## config.mk

```make
export PLATFORM = sky130hd
export DESIGN_NAME = addsub_flag_unit
export DESIGN_NICKNAME = d
export VERILOG_FILES = /design/src/rtl/addsub_flag_pkg.sv /design/src/rtl/addsub_op_decode.sv /design/src/rtl/addsub_core.sv /design/src/rtl/addsub_writeback.sv /design/src/rtl/addsub_flag_unit.sv
export SDC_FILE = /design/constraint.sdc
export NUM_CORES = 1
export LEC_CHECK = 0
export ABC_AREA = 1
export CELL_PAD_IN_SITES_DETAIL_PLACEMENT = 1
export CELL_PAD_IN_SITES_GLOBAL_PLACEMENT = 2
export CORE_MARGIN = 4
export CORE_UTILIZATION = 21
export DETAILED_ROUTE_END_ITERATION = 8
export PLACE_DENSITY = 0.84
export SKIP_LAST_GASP = 1
export SYNTH_ARGS = -nofsm -noshare
export SYNTH_HDL_FRONTEND = slang
export SYNTH_SLANG_ARGS = --single-unit
```

## constraint.sdc

```tcl
create_clock -name vclk -period 15
set_clock_uncertainty 0.2 [all_clocks]
set_input_delay 1.5 -clock vclk [all_inputs]
set_output_delay 1.5 -clock vclk [all_outputs]
set_load 0.02 [all_outputs]
```

## src/rtl/addsub_flag_pkg.sv

```systemverilog
package addsub_flag_pkg;
  localparam int unsigned OPW = 4;

  typedef enum logic [OPW-1:0] {
    OP_ADD  = 4'd0,
    OP_ADC  = 4'd1,
    OP_SUB  = 4'd2,
    OP_SBB  = 4'd3,
    OP_CMP  = 4'd4,
    OP_INC  = 4'd5,
    OP_DEC  = 4'd6,
    OP_XADD = 4'd7,
    OP_CMPX = 4'd8
  } op_e;

  typedef struct packed {
    logic valid;      // code is one of the nine operations
    logic subtract;   // invert second operand and borrow
    logic use_cin;    // carry_in participates
    logic keep_cf;    // carry flag passes through
    logic b_is_one;   // second operand is constant 1
    logic a_is_acc;   // first operand is the accumulator
    logic res_to_dst; // result written to destination
    logic xadd;       // source receives old destination
    logic cmpx;       // compare-and-exchange write-back
  } ctrl_t;

  typedef struct packed {
    logic c;
    logic a;
    logic z;
    logic s;
    logic p;
    logic o;
  } flags_t;
endpackage

```

## src/rtl/addsub_op_decode.sv

```systemverilog
module addsub_op_decode
  import addsub_flag_pkg::*;
(
  input  logic [OPW-1:0] op_code,
  output ctrl_t          ctrl
);
  always_comb begin
    ctrl = '0;
    case (op_code)
      OP_ADD:  begin ctrl.valid = 1'b1; ctrl.res_to_dst = 1'b1; end
      OP_ADC:  begin ctrl.valid = 1'b1; ctrl.res_to_dst = 1'b1; ctrl.use_cin = 1'b1; end
      OP_SUB:  begin ctrl.valid = 1'b1; ctrl.res_to_dst = 1'b1; ctrl.subtract = 1'b1; end
      OP_SBB:  begin ctrl.valid = 1'b1; ctrl.res_to_dst = 1'b1; ctrl.subtract = 1'b1;
                     ctrl.use_cin = 1'b1; end
      OP_CMP:  begin ctrl.valid = 1'b1; ctrl.subtract = 1'b1; end
      OP_INC:  begin ctrl.valid = 1'b1; ctrl.res_to_dst = 1'b1; ctrl.b_is_one = 1'b1;
                     ctrl.keep_cf = 1'b1; end
      OP_DEC:  begin ctrl.valid = 1'b1; ctrl.res_to_dst = 1'b1; ctrl.b_is_one = 1'b1;
                     ctrl.keep_cf = 1'b1; ctrl.subtract = 1'b1; end
      OP_XADD: begin ctrl.valid = 1'b1; ctrl.res_to_dst = 1'b1; ctrl.xadd = 1'b1; end
      OP_CMPX: begin ctrl.valid = 1'b1; ctrl.subtract = 1'b1; ctrl.a_is_acc = 1'b1;
                     ctrl.cmpx = 1'b1; end
      default: ctrl = '0;
    endcase
  end
endmodule

```

## src/rtl/addsub_core.sv

```systemverilog
module addsub_core #(
  parameter int unsigned W = 16
) (
  input  logic [W-1:0] a,
  input  logic [W-1:0] b,
  input  logic         subtract,
  input  logic         cin,
  output logic [W-1:0] res,
  output logic         carry,
  output logic         aux,
  output logic         ovf,
  output logic         zero,
  output logic         sign,
  output logic         parity
);
  localparam int unsigned NIB = 4;

  logic [W-1:0]   b_eff;
  logic           c_eff;
  logic [W:0]     full;
  logic [NIB:0]   low;

  always_comb begin
    b_eff  = subtract ? ~b : b;
    c_eff  = cin ^ subtract;
    full   = {1'b0, a} + {1'b0, b_eff} + {{W{1'b0}}, c_eff};
    low    = {1'b0, a[NIB-1:0]} + {1'b0, b_eff[NIB-1:0]} + {{NIB{1'b0}}, c_eff};
    res    = full[W-1:0];
    carry  = full[W] ^ subtract;
    aux    = low[NIB] ^ subtract;
    ovf    = (a[W-1] == b_eff[W-1]) && (full[W-1] != a[W-1]);
    zero   = (full[W-1:0] == '0);
    sign   = full[W-1];
    parity = ~^full[7:0];
  end
endmodule

```

## src/rtl/addsub_writeback.sv

```systemverilog
module addsub_writeback
  import addsub_flag_pkg::*;
#(
  parameter int unsigned W = 16
) (
  input  ctrl_t        ctrl,
  input  logic [W-1:0] res,
  input  logic         equal,
  input  logic [W-1:0] dst_op,
  input  logic [W-1:0] src_op,
  output logic [W-1:0] dst_val,
  output logic         dst_we,
  output logic [W-1:0] src_val,
  output logic         src_we,
  output logic [W-1:0] acc_val,
  output logic         acc_we
);
  always_comb begin
    dst_we  = ctrl.res_to_dst | (ctrl.cmpx & equal);
    src_we  = ctrl.xadd;
    acc_we  = ctrl.cmpx & ~equal;
    dst_val = '0;
    if (ctrl.res_to_dst)           dst_val = res;
    else if (ctrl.cmpx && equal)   dst_val = src_op;
    src_val = src_we ? dst_op : '0;
    acc_val = acc_we ? dst_op : '0;
  end
endmodule

```

## src/rtl/addsub_flag_unit.sv

```systemverilog
module addsub_flag_unit
  import addsub_flag_pkg::*;
#(
  parameter int unsigned W  = 16,
  parameter int unsigned BW = 8
) (
  input  logic [3:0]   op_code,
  input  logic         word_mode,
  input  logic [15:0]  opa_dst,
  input  logic [15:0]  opb_src,
  input  logic [15:0]  acc_in,
  input  logic         carry_in,
  output logic [15:0]  dst_val,
  output logic         dst_we,
  output logic [15:0]  src_val,
  output logic         src_we,
  output logic [15:0]  acc_val,
  output logic         acc_we,
  output logic         cf,
  output logic         af,
  output logic         zf,
  output logic         sf,
  output logic         pf,
  output logic         of
);
  localparam int unsigned NSZ = 2;  // byte and word lanes

  ctrl_t        ctrl;
  logic [W-1:0] a_sel, b_sel, dst_m, src_m;
  logic         cin_sel;
  logic [W-1:0] res_lane [NSZ];
  logic [NSZ-1:0] c_l, a_l, o_l, z_l, s_l, p_l;
  logic [W-1:0] res_m;
  flags_t       fl;

  addsub_op_decode u_dec (.op_code(op_code), .ctrl(ctrl));

  always_comb begin
    dst_m   = word_mode ? opa_dst : {{(W-BW){1'b0}}, opa_dst[BW-1:0]};
    src_m   = word_mode ? opb_src : {{(W-BW){1'b0}}, opb_src[BW-1:0]};
    a_sel   = ctrl.a_is_acc ? acc_in : opa_dst;
    b_sel   = ctrl.b_is_one ? W'(1) : (ctrl.a_is_acc ? opa_dst : opb_src);
    cin_sel = ctrl.use_cin & carry_in;
  end

  for (genvar g = 0; g < NSZ; g++) begin : g_lane
    localparam int unsigned LW = (g == 0) ? BW : W;
    logic [LW-1:0] r;
    addsub_core #(.W(LW)) u_core (
      .a(a_sel[LW-1:0]), .b(b_sel[LW-1:0]), .subtract(ctrl.subtract),
      .cin(cin_sel), .res(r), .carry(c_l[g]), .aux(a_l[g]), .ovf(o_l[g]),
      .zero(z_l[g]), .sign(s_l[g]), .parity(p_l[g])
    );
    if (LW < W) begin : g_ext
      assign res_lane[g] = {{(W-LW){1'b0}}, r};
    end else begin : g_full
      assign res_lane[g] = r;
    end
  end

  always_comb begin
    res_m = word_mode ? res_lane[1] : res_lane[0];
    fl.c  = ctrl.keep_cf ? carry_in : c_l[word_mode];
    fl.a  = a_l[word_mode];
    fl.z  = z_l[word_mode];
    fl.s  = s_l[word_mode];
    fl.p  = p_l[word_mode];
    fl.o  = o_l[word_mode];
    cf = fl.c; af = fl.a; zf = fl.z; sf = fl.s; pf = fl.p; of = fl.o;
  end

  addsub_writeback #(.W(W)) u_wb (
    .ctrl(ctrl), .res(res_m), .equal(fl.z), .dst_op(dst_m), .src_op(src_m),
    .dst_val(dst_val), .dst_we(dst_we), .src_val(src_val), .src_we(src_we),
    .acc_val(acc_val), .acc_we(acc_we)
  );
endmodule

```

==> flow_summary.yaml, run 1 <==
status:
  status: "completed"
timing:
  clock.fmax_ghz: 0.1064
  hold_violations: 0
  setup_tns_ns: 0
  fin_crit_ns: 9.400
  setup_viol: 0
  worst_slack_ns: 5.600
  relSlewSlack_pct: 34.98
  min_period_over_period_pct: 62.66
  rsz0062_at_grt: "false"
  worst_pin_slew_ns: 0.9723
  drv_slew: 0
synth:
  synth.largest_area_cell: "nand2_1"
  yosysWarnings: 0
  yosysMostFrequentCell: "nand2_1"
  yosysTopAreaCellShare_pct: 25.75
  synth_top_family_by_area: "simple AND/OR/NAND/NOR gates"
  syn_nets: 562
  ys_types: 30
  synth_xor_area_share_pct: 8.532
  synthAdderAreaFrac_pct: 11.27
  yosysSeqAreaShare_pct: 0
  synth_simple_gate_area_share_pct: 53.63
  synth_compound_area_share_pct: 11.38
  synth_mux_area_share_pct: 0
  synth_area_per_cell_sq_um: 5.059
  syn_area_sq_mm: 0.002464
  synth_area_leaders: "nand2_1 (26%), inv_1 (11%), ha_1 (9.6%)"
  synth.top_cells.by_count: "nand2_1 (169), inv_1 (74), nor2_1 (48), o21ai_0 (29), nand3_1 (25)"
  netlist_instances: 487
setup_path:
  cp.buffers_inverters: 5
  cp_slowest_cell: "nor3_4"
  cp_slowest_stage_delay_ns: 0.72
  crit_arrival_ns: 7.70
  path_class: "in2out"
  path_delay_family: "simple AND/OR/NAND/NOR gates"
  cp_max_fo: 36
  crit_top_cell: "nand2_1"
  crit_chain: "clkdlybuf4s50_1 -> nor2_1 -> inv_1 -> nor3_4 -> buf_4 -> inv_1 -> nand2_1 -> o211ai_1 -> xnor2_1 -> fa_1 -> fa_1 -> nand2_2 -> nand2_1 -> nand3b_1 -> nand2_1 -> or2_2 -> nand2_1 -> ha_1 -> nand2_1 -> nor2_2 -> nand2_4 -> o21ai_0 -> clkdlybuf4s50_1"
  cp-start-kind: "input port"
  end_kind: "output port"
  required_ns: 13.30
place:
  port_buffers: 111
  hpwl_microns: 9316
  gp_congestion: 0.8574
  place_ws_ns: 5.580
route:
  drc: 0
  dr.pass1.iters: 6
  routed_via_density: 4.539
  drtIter0Drc: 133
  final_antenna_net_count: 0
  vias: 3295
  wl_per_cell_microns: 14.66
  wirelength_microns: 10640
clock_tree:
  cts_resized: 0
  cts_setup_buffers: 0
  hold_buffers: 0
floorplanning:
  die_width_microns: 116.3
  coreArea_sq_mm: 0.01147
  die_h_microns: 116.3
  ios: 111
  start_util_pct: 21.48
  die_area_sq_mm: 0.01353
  row_count: 39
grt:
  gr-total-overflow: 0
  grt_first_pass_wirelength_microns: 17290
  antenna_found_initial: 0
  grt_pass1_vias: 3526
  grt_max_degree: 37
  grt_use_total_pct: 15.54
min_path:
  hp-class: "in2out"
cells_and_area:
  diodes: 0
  final_layout_size_suffix_gt1_share_pct: 6.346
  seq_cells: 0
  fillers: 1507
  final_util_pct: 32.30
  fin_nets: 660
  seq_area_sq_um: 0
  multiInputGateArea_sq_mm: 0.002113
  clkbuf_count: 0
  areaGrowthSynthToFinish_pct: 50.33
run:
  drv_cap: 0
pwr:
  pwr_density_cell_mw_per_mm2: 71.38
  power_leakage_nw: 1.841
  vdd.ir_drop.worst_v: 0.00005898
-- power by group --
part	switching (mW)	leakage [nW]	internal [mW]	total [mW]
clock network	0	0	0	0
logic	0.152	1.84	0.113	0.264
registers	0	0	0	0
-- cell type report --
type / count / area share, %
inverter: 76 / 7.703
multi-input combinational: 394 / 57.06
tap: 143 / 4.831
timing repair buffer: 113 / 30.41
-- cell families after synthesis --
kind of cell    count (synthesis)
buf+inv                        93
fa+ha+maj                      21
compound gates                 52
xor+xnor                       24
simple gates                  297
-- layout by cell type, fill, tap and decap left out --
cell and count:
ha_1 19, o211ai_1 1, nand2_4 3, and2_1 1, a21oi_1 19, nand3_1 25, or2_2 6, nand2_1 169
inv_2 2, fa_1 2, nor2_1 48, nand3b_1 4, nor3_4 1, nand3_2 2, buf_4 2, a21oi_4 1
xor2_1 3, a221oi_4 1, nor2_2 13, nor3_2 2, xnor2_1 21, nor3_1 1, o21ai_0 29, nand4_1 18
nand2_2 4, o31ai_1 1, inv_1 74, clkdlybuf4s50_1 111
-- tightest hold or removal path: stages --
cell	delay, ns
clkdlybuf4s50_1	0.43
inv_1	0.08
nor2_1	0.05
clkdlybuf4s50_1	0.54
-- through the flow --
| stage | hold slack, ns | area (sq um) | power, mW | instances |
|---|---|---|---|---|
| after global placement | 3.880 | 3704 | 0.2636 | 726 |
| final | 3.887 | 3704 | 0.2643 | 726 |
| after detailed placement | 3.881 | 3704 | 0.2660 | 726 |
| after global routing | 3.925 | 3704 | 0.2924 | 726 |
| after floorplan | 2.936 | 2464 | 0.1686 | 487 |
| after CTS | 3.887 | 3704 | 0.2675 | 726 |
-- path summary, 6_finish.rpt --
check | slack [ns] | start | cells after the start | to
max | 5.60 | op_code[1] | 23 | dst_we
min | 3.89 | opa_dst[6] | 4 | src_val[6]
-- layer usage --
metal  wire, microns  vias up  GRT usage (%)
li1                -     1714              -
met1            5055     1498          21.27
met2            5027       79          27.27
met3             530        4          2.228
met4              28        0         0.6187
met5               0        -              0
Note: power is estimated with default switching activity, not from simulation.
==> run 2, diff against run 1 <==
CORE_UTILIZATION = 20   (was 21)
PLACE_DENSITY = 0.8   (was 0.84)
clock period = 9.85 ns   (was 15 ns; I/O delays follow)
==> run 2 against run 1 <==
- first-iteration DRC count increased by 2.3%
- critical endpoint is now acc_val[1]
- worst hold slack got worse by 1.0 ns
- setup slack got worse by 3.8 ns
- largest power group unchanged
- utilization decreased by 1.4 points
- cell area increased by 0.34%
- wire length increased by 1.6%
==> flow_summary.yaml, run 2 (synthesis results as in run 1) <==
route:
  drc: 0
  dr.pass1.iters: 4
  dr.max_layer_used: "met4"
  routed_via_density: 4.536
  vias: 3316
  wirelength_microns: 10820
  routedLengthMet1_microns: 5115
  wl_per_cell_microns: 14.80
  dr_wl_met2_microns: 5050
  final_antenna_net_count: 0
  wl_met3_microns: 585
  drtIter0Drc: 136
place:
  hpwl_microns: 9474
  place_inst: 731
  port_buffers: 111
  gp_congestion: 0.8905
timing:
  rsz0062_at_grt: "false"
  worst_pin_slew_ns: 0.9343
  clock.fmax_ghz: 0.1244
  setup_tns_ns: 0
  whs_ns: 2.857
  fin_crit_ns: 8.038
  relSlewSlack_pct: 37.51
  setup_viol: 0
  min_period_over_period_pct: 81.61
  hold_violations: 0
  drv_slew: 0
cells_and_area:
  clkbuf_count: 0
  final_common_cell: "nand2_1"
  seq_cells: 0
  fillers: 1606
  fin_nets: 661
  final_layout_size_suffix_gt1_share_pct: 6.507
  seq_area_sq_um: 0
  finalNonFillerCells: 731
  final_cell_mix: "nand2_1 (169), clkdlybuf4s50_1 (111), inv_1 (74)"
  areaGrowthSynthToFinish_pct: 50.84
  diodes: 0
floorplanning:
  die_area_sq_mm: 0.01416
  coreArea_sq_mm: 0.01201
  ios: 111
  start_util_pct: 20.51
  die_width_microns: 119.0
  die_h_microns: 119.0
  row_count: 40
clock_tree:
  hold_buffers: 0
  cts_resized: 0
  cts_setup_buffers: 0
grt:
  grt_use_total_pct: 14.93
  grt_pass1_vias: 3549
  gr-total-overflow: 0
  grt_first_pass_wirelength_microns: 17930
  antenna_found_initial: 0
  grt_max_degree: 41
min_path:
  min-delay-start: "opa_dst[6]"
  hp-class: "in2out"
pwr:
  vdd.ir_drop.worst_v: 0.00008425
  power_leakage_nw: 1.846
  pwr_density_cell_mw_per_mm2: 108.9
setup_path:
  path_class: "in2out"
  cp_max_fo: 29
  required_ns: 8.67
  end_kind: "output port"
  cp-start-kind: "input port"
  crit_arrival_ns: 6.85
  cp-startpoint: "op_code[1]"
run:
  drv_cap: 0
status:
  status: "completed"
==> run 2: path summary, 6_finish.rpt <==
path	endpoint	slack (ns)	cells past startpoint
setup / recovery	acc_val[1]	1.81	22
hold / removal	src_val[6]	2.86	4
==> run 2: cell type report <==
type | instances | area, sq um | area share [%]
timing repair buffer | 114 | 1134 | 30.51
inverter | 76 | 285.3 | 7.677
tap | 147 | 183.9 | 4.949
multi-input combinational | 394 | 2113 | 56.87
==> run 2: critical path, stage by stage <==
cell,delay [ns]
clkdlybuf4s50_1,0.49
nor2_1,0.17
inv_1,0.09
nor3_4,0.72
inv_1,0.47
o211ai_1,0.32
xnor2_1,0.13
fa_1,0.47
fa_1,0.42
nand2_2,0.14
nand2_1,0.07
nand3b_1,0.08
nand2_1,0.09
or2_2,0.29
nand2_1,0.07
ha_1,0.14
nand2_1,0.06
nor2_2,0.64
nand2_4,0.13
nand2_4,0.25
nor2_1,0.07
clkdlybuf4s50_1,0.55
==> run 2: per-layer routing <==
layer / vias to the layer above / global-route usage [%]
met5: - / 0
met4: 0 / 0.7965
met3: 4 / 1.947
met2: 77 / 25.82
met1: 1520 / 20.69
li1: 1715 / -
==> run 2: report_power, final <==
part	switching [mW]	internal (mW)
clock network	0	0
logic	0.233	0.172
registers	0	0
total	0.233	0.172
==> run 2: through the flow <==
stage	worst slack [ns]	cell area, sq um	total power, mW	util, %
after floorplan	3.889	2464	0.2568	-
after global placement	1.951	3716	0.4043	30.94
after detailed placement	1.815	3716	0.4092	30.94
after CTS	1.804	3716	0.4109	30.94
after global routing	1.275	3716	0.4509	30.94
final	1.812	3716	0.4048	30.94
==> run 3, diff against run 2 <==
clock period = 8.3 ns   (was 9.85 ns; I/O delays follow)
==> run 3 against run 2 <==
- utilization is the same
- total power grew 19%
- count of clock-buffer cells in the layout is the same
- highest routed layer unchanged
- critical endpoint is now acc_val[3]
- die area is the same
==> flow_summary.yaml, run 3 (synthesis results as in run 1) <==
route:
  routed_via_density: 4.514
  vias: 3300
  drc: 0
  wl_per_cell_microns: 14.85
  wirelength_microns: 10860
  final_antenna_net_count: 0
  dr.pass1.iters: 4
  drtIter0Drc: 134
clock_tree:
  cts_resized: 0
  cts_setup_buffers: 0
  hold_buffers: 0
floorplanning:
  die_width_microns: 119.0
  row_count: 40
  start_util_pct: 20.51
  die_h_microns: 119.0
  coreArea_sq_mm: 0.01201
  ios: 111
  die_area_sq_mm: 0.01416
timing:
  drv_slew: 0
  clock.fmax_ghz: 0.1379
  hold_violations: 0
  rsz0062_at_grt: "false"
  min_period_over_period_pct: 87.39
  relSlewSlack_pct: 43.89
  worst_pin_slew_ns: 0.8407
  setup_tns_ns: 0
  setup_viol: 0
  fin_crit_ns: 7.253
  whs_ns: 2.564
  worst_slack_ns: 1.047
status:
  status: "completed"
grt:
  gr-total-overflow: 0
  grt_use_total_pct: 15.16
  grt_max_degree: 67
  grt_pass1_vias: 3656
  antenna_found_initial: 0
  grt_first_pass_wirelength_microns: 18240
setup_path:
  crit_arrival_ns: 6.22
  cp_slowest_cell: "nor2_2"
  cp-startpoint: "op_code[2]"
  required_ns: 7.27
  cp_max_fo: 17
  crit_chain: "clkdlybuf4s50_1 -> inv_1 -> nor2_1 -> inv_1 -> nor3_1 -> inv_1 -> o211ai_1 -> xnor2_1 -> fa_1 -> fa_1 -> nand2_2 -> nand2_1 -> nand3b_1 -> nand2_1 -> or2_2 -> nand2_1 -> ha_1 -> nand2_1 -> nor2_2 -> nand2_4 -> nand2_4 -> nor2_1 -> clkdlybuf4s50_1"
  path_class: "in2out"
  crit_top_cell: "nand2_1"
  cp_slowest_stage_delay_ns: 0.66
  crit_end: "acc_val[3]"
  end_kind: "output port"
  cp-start-kind: "input port"
place:
  place_inst: 731
  port_buffers: 111
  hpwl_microns: 9470
  place_ws_ns: 1.029
  gp_congestion: 0.8574
pwr:
  pwr_density_cell_mw_per_mm2: 130.0
  power_leakage_nw: 1.846
  vdd.ir_drop.worst_v: 0.00008369
cells_and_area:
  final_cell_mix: "nand2_1 (169), clkdlybuf4s50_1 (111), inv_1 (74)"
  seq_area_sq_um: 0
  final_common_cell: "nand2_1"
  diodes: 0
  final_layout_size_suffix_gt1_share_pct: 6.507
  finalNonFillerCells: 731
  fin_nets: 661
  clkbuf_count: 0
  multiInputGateArea_sq_mm: 0.002113
  areaGrowthSynthToFinish_pct: 50.84
  fillers: 1612
  final_util_pct: 30.94
  seq_cells: 0
min_path:
  hp-class: "in2out"
  min_path_cells: 4
run:
  drv_cap: 0
==> run 3: cell counts in the layout (fill, tap and decap cells not counted) <==
Identical to the previous run, type by type.
==> run 3: layout make-up <==
cell class | count | area share [%]
well taps | 147 | 4.949
inverters | 76 | 7.677
multi-input cells | 394 | 56.87
repair buffers | 114 | 30.51
==> run 3: stage by stage <==
step / instance area, sq um / total power [mW]
2_1_floorplan: 2464 / 0.3048
3_3_place_gp: 3716 / 0.4790
3_5_place_dp: 3716 / 0.4862
4_1_cts: 3716 / 0.4887
5_1_grt: 3716 / 0.5355
6_report: 3716 / 0.4832
==> run 3: how the worst min path moves through the flow <==
stage                             to        from  slack (ns)
after floorplan           src_val[6]  opa_dst[6]        1.60
after global placement    acc_val[9]  opa_dst[9]        2.56
after detailed placement          cf    carry_in        2.57
after CTS                 acc_val[9]  opa_dst[9]        2.58
after global routing      src_val[6]  opa_dst[6]        2.61
final                             cf    carry_in        2.56
==> run 3: worst max-delay path, delay by kind of cell <==
family          cells  cell delay (ns)
simple gates       13             2.42
buf+inv             5             1.55
fa+ha+maj           3             1.05
compound gates      1             0.22
xor+xnor            1             0.14
==> run 3: per-layer routing <==
metal	global-route usage, %	share of wire (%)
met1	21.16	49
met2	26.00	46
met4	1.086	0.75
met5	0	0
met3	1.852	4.0
==> run 3: power breakdown <==
group          switching [mW]  total, mW  internal, mW
registers                   0          0             0
logic                   0.279      0.483         0.205
clock network               0          0             0
total                   0.279      0.483         0.205
